File: src/rtl/irq_ctrl_pkg.sv
package irq_ctrl_pkg;

  localparam int unsigned REG_W  = 32;
  localparam int unsigned ADDR_W = 2;

  // word addresses on the register bus
  localparam int unsigned ADR_PENDING = 0;
  localparam int unsigned ADR_EN_SET  = 1;
  localparam int unsigned ADR_EN_CLR  = 2;

  // implemented source positions and master switch position
  localparam logic [REG_W-1:0] SRC_MASK_DEF   = 32'h4000_007F;
  localparam int unsigned      MASTER_POS_DEF = 31;

endpackage

File: src/rtl/irq_pending_reg.sv
module irq_pending_reg #(
  parameter int unsigned      W    = 32,
  parameter logic [W-1:0]     MASK = '1
) (
  input  logic         clk,
  input  logic         rst_n,
  input  logic [W-1:0] evt_i,
  input  logic         clr_en_i,
  input  logic [W-1:0] clr_data_i,
  output logic [W-1:0] q_o
);

  for (genvar i = 0; i < W; i++) begin : g_bit
    if (MASK[i]) begin : g_impl
      logic bit_q;
      logic bit_nxt;
      logic bit_upd;

      // hardware event has priority over the software clear
      always_comb begin
        bit_upd = evt_i[i] | (clr_en_i & clr_data_i[i]);
        bit_nxt = bit_q;
        if (clr_en_i && clr_data_i[i]) bit_nxt = 1'b0;
        if (evt_i[i])                  bit_nxt = 1'b1;
      end

      always_ff @(posedge clk or negedge rst_n) begin
        if (!rst_n) begin
          bit_q <= 1'b0;
        end else if (bit_upd) begin
          bit_q <= bit_nxt;
        end
      end

      assign q_o[i] = bit_q;
    end else begin : g_tie
      assign q_o[i] = 1'b0;
    end
  end

endmodule

File: src/rtl/irq_enable_reg.sv
module irq_enable_reg #(
  parameter int unsigned  W    = 32,
  parameter logic [W-1:0] MASK = '1
) (
  input  logic         clk,
  input  logic         rst_n,
  input  logic         set_en_i,
  input  logic         clr_en_i,
  input  logic [W-1:0] data_i,
  output logic [W-1:0] q_o
);

  for (genvar i = 0; i < W; i++) begin : g_bit
    if (MASK[i]) begin : g_impl
      logic bit_q;
      logic bit_nxt;
      logic bit_upd;

      always_comb begin
        bit_upd = (set_en_i | clr_en_i) & data_i[i];
        bit_nxt = bit_q;
        if (set_en_i && data_i[i]) bit_nxt = 1'b1;
        if (clr_en_i && data_i[i]) bit_nxt = 1'b0;
      end

      always_ff @(posedge clk or negedge rst_n) begin
        if (!rst_n) begin
          bit_q <= 1'b0;
        end else if (bit_upd) begin
          bit_q <= bit_nxt;
        end
      end

      assign q_o[i] = bit_q;
    end else begin : g_tie
      assign q_o[i] = 1'b0;
    end
  end

endmodule

File: src/rtl/irq_combine.sv
module irq_combine #(
  parameter int unsigned  W          = 32,
  parameter logic [W-1:0] SRC_MASK   = '0,
  parameter int unsigned  MASTER_POS = 31
) (
  input  logic [W-1:0] pend_i,
  input  logic [W-1:0] en_i,
  output logic         irq_o
);

  logic [W-1:0] hit;

  always_comb begin
    hit   = pend_i & en_i & SRC_MASK;
    irq_o = en_i[MASTER_POS] & (|hit);
  end

endmodule

File: src/rtl/irq_read_mux.sv
module irq_read_mux #(
  parameter int unsigned W      = 32,
  parameter int unsigned ADDR_W = 2
) (
  input  logic [ADDR_W-1:0] addr_i,
  input  logic [W-1:0]      pend_i,
  input  logic [W-1:0]      en_i,
  output logic [W-1:0]      rdata_o
);

  always_comb begin
    rdata_o = '0;
    if (addr_i == ADDR_W'(irq_ctrl_pkg::ADR_PENDING)) rdata_o = pend_i;
    if (addr_i == ADDR_W'(irq_ctrl_pkg::ADR_EN_SET))  rdata_o = en_i;
    if (addr_i == ADDR_W'(irq_ctrl_pkg::ADR_EN_CLR))  rdata_o = en_i;
  end

endmodule

File: src/rtl/irq_status_ctrl.sv
module irq_status_ctrl #(
  parameter int unsigned       DATA_W     = irq_ctrl_pkg::REG_W,
  parameter int unsigned       ADDR_W     = irq_ctrl_pkg::ADDR_W,
  parameter logic [DATA_W-1:0] SRC_MASK   = irq_ctrl_pkg::SRC_MASK_DEF,
  parameter int unsigned       MASTER_POS = irq_ctrl_pkg::MASTER_POS_DEF
) (
  input  logic              clk,
  input  logic              rst_n,
  input  logic [DATA_W-1:0] hw_evt_i,
  input  logic              bus_wr_i,
  input  logic [ADDR_W-1:0] bus_addr_i,
  input  logic [DATA_W-1:0] bus_wdata_i,
  output logic [DATA_W-1:0] bus_rdata_o,
  output logic              irq_o
);

  localparam logic [DATA_W-1:0] MASTER_BIT = DATA_W'(1) << MASTER_POS;
  localparam logic [DATA_W-1:0] EN_MASK    = SRC_MASK | MASTER_BIT;

  logic              wr_pend;
  logic              wr_set;
  logic              wr_clr;
  logic [DATA_W-1:0] stat_q;
  logic [DATA_W-1:0] en_q;

  always_comb begin
    wr_pend = bus_wr_i && (bus_addr_i == ADDR_W'(irq_ctrl_pkg::ADR_PENDING));
    wr_set  = bus_wr_i && (bus_addr_i == ADDR_W'(irq_ctrl_pkg::ADR_EN_SET));
    wr_clr  = bus_wr_i && (bus_addr_i == ADDR_W'(irq_ctrl_pkg::ADR_EN_CLR));
  end

  irq_pending_reg #(
    .W    (DATA_W),
    .MASK (SRC_MASK)
  ) u_pend (
    .clk        (clk),
    .rst_n      (rst_n),
    .evt_i      (hw_evt_i),
    .clr_en_i   (wr_pend),
    .clr_data_i (bus_wdata_i),
    .q_o        (stat_q)
  );

  irq_enable_reg #(
    .W    (DATA_W),
    .MASK (EN_MASK)
  ) u_en (
    .clk      (clk),
    .rst_n    (rst_n),
    .set_en_i (wr_set),
    .clr_en_i (wr_clr),
    .data_i   (bus_wdata_i),
    .q_o      (en_q)
  );

  irq_combine #(
    .W          (DATA_W),
    .SRC_MASK   (SRC_MASK),
    .MASTER_POS (MASTER_POS)
  ) u_comb (
    .pend_i (stat_q),
    .en_i   (en_q),
    .irq_o  (irq_o)
  );

  irq_read_mux #(
    .W      (DATA_W),
    .ADDR_W (ADDR_W)
  ) u_rd (
    .addr_i  (bus_addr_i),
    .pend_i  (stat_q),
    .en_i    (en_q),
    .rdata_o (bus_rdata_o)
  );

endmodule

File: config.mk
export PLATFORM = sky130hd
export DESIGN_NAME = irq_status_ctrl
export DESIGN_NICKNAME = d
export VERILOG_FILES = /design/src/rtl/irq_ctrl_pkg.sv /design/src/rtl/irq_pending_reg.sv /design/src/rtl/irq_enable_reg.sv /design/src/rtl/irq_combine.sv /design/src/rtl/irq_read_mux.sv /design/src/rtl/irq_status_ctrl.sv
export SDC_FILE = /design/constraint.sdc
export NUM_CORES = 1
export LEC_CHECK = 0
export BUFFER_PORTS_ARGS = -buffer_cell sky130_fd_sc_hd__clkbuf_2
export CORE_UTILIZATION = 25
export DETAILED_ROUTE_END_ITERATION = 8
export MAX_ROUTING_LAYER = met4
export PLACE_DENSITY_LB_ADDON = 0.12
export SLEW_MARGIN = 20
export SYNTH_ARGS = -nofsm -noshare
export SYNTH_HDL_FRONTEND = slang
export SYNTH_SLANG_ARGS = --single-unit
File: constraint.sdc
create_clock -name clk -period 1 [get_ports clk]
set_clock_uncertainty 0.2 [all_clocks]
set_input_delay 0.2 -clock clk [delete_from_list [all_inputs] [get_ports clk]]
set_output_delay 0.2 -clock clk [all_outputs]
set_load 0.01 [all_outputs]
==> impl_metrics.ini <==
[setup_path]
r2r_start = u_en.g_bit[0].g_impl.bit_q
crit_required_ns = 0.60
critPathBufInv = 1
path_cells = a22oi_2 -> a41oi_2 -> clkbuf_2
cp_max_fo = 3
slowest_delay_ns = 0.41
setup.worst_path.start = u_pend.g_bit[1].g_impl.bit_q
cp.arrival_ns = 1.17
startpoint_type = flop
worstSetupEndpointType = output port
crit_type = reg -> out
cp_top_family = flip-flops
slowest_stage = dfrtp_1

[global_route]
grt_pass1_wl_mm = 5.21
grt_pass1_vias = 1078
track_usage_pct = 13.5
grt_overflow_total = 0
grt_max_degree = 27
antenna_found_initial = 0

[drt]
wirelength_mm = 3.23
ant_nets = 0
routedWlPerCell_microns = 13.4
viasPerCell = 4.46
drt_iter0_markers = 37
vias = 1076
drcViolationCount = 0
drtPass1Iterations = 4

[die]
fp.dieW_microns = 72.4
die-area_sq_um = 5240
pin_count = 102
die_h_microns = 72.4
start_util_pct = 26.0
core.rowCount = 25
core-area_sq_um = 4750

[min_path]
min_path_type = in -> reg
hp-start = hw_evt_i[1]

[status]
outcome = complete, but fails checks
violations = negative hold slack, negative setup slack

[clock_network]
clockBufferDepth = 2
clock_latency_ns = 0.25
htreeDepth = 1
cts_tree = yes
numCtsBuffers = 3
clk_pin_slew_ns = 0.07
cts.sinks = 17
cts_root_buffer = clkbuf_8
holdBufCountCts = 1

[yosys]
synth_top_family_by_area = compound AO/OA/AOI/OAI gates
synth-adder-area-share_pct = 0
yosys_warnings = 0
syn_inst = 117
avgSynthCellArea_sq_um = 10.6
synth_compound_area_share_pct = 24.4
synth_cell_types = 19
synthXorXnorAreaFrac_pct = 0.708
ys_seq_area_share_pct = 34.4
synth.ff_latch_count = 17
synth_area_sq_um = 1240
synthSimpleGateAreaFrac_pct = 13.7
synthMuxAreaShare_pct = 6.47

[placed_design]
io_buffers = 31
place_congestion = 0.704
place_hpwl_mm = 2.26

[finish]
diodes = 0
final_nets = 244
areaGrowthSynthToFinish_pct = 55.4
final_util_pct = 40.4
drive_gt1_share_pct = 52.3

[timing]
slew_violations = 0
period_share_pct = 157
max_freq_mhz = 639
holdWs_ns = -0.0789
min_period_ns = 1.57
setup_violations = 19
finalWorstSetupSlack_ns = -0.565
rsz0062_at_grt = true
hold_viol_final = 8

[power_and_ir_drop]
p_total_mw = 1.94
power_frac_comb_pct = 33.6
pwr-share-seq_pct = 39.7
power_density_nw_per_um2 = 1010
swShare_pct = 30.2
leakagePower_nw = 0.780
power.switching_mw = 0.585
ir_drop_mv = 0.381
clockPowerShare_pct = 26.7
intPower_mw = 1.35

[job]
max_cap_viol_count = 0
==> cell families after synthesis <==
| kind of cell | count (synthesis) |
|---|---|
| flops | 17 |
| mux | 8 |
| buf+inv | 32 |
| xor+xnor | 1 |
| compound gates | 39 |
| simple gates | 19 |
| other cells | 1 |
==> per-stage QoR <==
stage / area (sq um) / worst slack (ns) / std cells / setup TNS, ns
detailed placement: 1630 / -0.446 / 230 / -7.79
floorplan: 1440 / -0.159 / 139 / -1.55
CTS: 1820 / -0.609 / 242 / -6.15
global route: 1920 / -0.636 / 241 / -6.72
finish: 1920 / -0.565 / 241 / -5.88
global placement: 1630 / -0.491 / 230 / -7.98
==> metal layers <==
metal	up-vias	routed length, microns	track usage [%]
met1	518	1390	16.1
met2	34	1670	22.3
met3	2	135	3.33
met5	-	0	-
met4	0	30	3.92
li1	522	-	-
==> registers in the layout (all words and copies together) (netlist names) <==
signal and cells:
u_en.g_bit.g_impl.bit_q 9, u_pend.g_bit.g_impl.bit_q 8
==> power groups by stage <==
stage / Clock [mW] / Combinational, mW / Sequential, mW
floorplan: 0 / 0.359 / 0.782
global placement: 0 / 0.517 / 0.774
detailed placement: 0 / 0.523 / 0.774
CTS: 0.549 / 0.602 / 0.765
global route: 0.570 / 0.708 / 0.773
finish: 0.517 / 0.651 / 0.769
==> placed cells by master (no fill, tap or decap), types with 2 or more instances in the layout <==
| master | instances |
|---|---|
| a21o_1 | 8 |
| a22oi_2 | 4 |
| a31oi_1 | 5 |
| a31oi_4 | 4 |
| buf_12 | 4 |
| buf_2 | 2 |
| buf_4 | 9 |
| buf_6 | 18 |
| clkbuf_2 | 27 |
| clkbuf_8 | 3 |
| conb_1 | 23 |
| dfrtp_1 | 16 |
| mux2i_1 | 4 |
| mux2i_2 | 4 |
| nand3b_1 | 8 |
| nand4bb_1 | 8 |
| o2bb2ai_1 | 6 |
| o2bb2ai_2 | 9 |
==> final timing paths <==
check | cells past startpoint | slack, ns | endpoint
worst max-delay path | 3 | -0.57 | irq_o
worst min-delay path | 2 | -0.08 | u_pend.g_bit[1].g_impl.bit_q
worst max register to register | 4 | -0.18 | u_en.g_bit[0].g_impl.bit_q
worst min register to register | 1 | 0.34 | u_pend.g_bit[4].g_impl.bit_q
max in group asynchronous | 3 | 0.25 | u_en.g_bit[1].g_impl.bit_q
min in group asynchronous | 3 | 0.21 | u_pend.g_bit[5].g_impl.bit_q
==> synth_stat cells <==
cell type   n  area, sq um
o22ai_1     1         6.26
and3b_1     1         8.76
xnor2_1     1         8.76
buf_4      26          195
nand3b_1    8         60.1
a22oi_1     4         30.0
nor2_1      1         3.75
buf_6       4         45.0
nand4bb_1   8         90.1
a21o_1      8         60.1
o2bb2ai_1  16          140
a41oi_1     1         8.76
a31oi_1     9         56.3
nor2b_1     1         6.26
buf_2       1         5.00
mux2i_1     8         80.1
conb_1      1         3.75
dfrtp_1    17          425
inv_1       1         3.75
==> area by class of cell <==
class / count / area [sq um]
fill: 488 / 2830
clock buffer: 4 / 45.0
sequential: 17 / 427
timing repair buffer: 62 / 531
tap: 67 / 83.8
multi-input combinational: 90 / 833
inverter: 1 / 3.75
==> timing repair <==
item	4_1_cts	5_1_grt
endpoints found under the hold margin	25	8
buffers inserted	7	2
setup endpoints to repair	21	22
pin swaps	16	7
gates resized for setup	21	23
(Power assumes the default switching activity.)
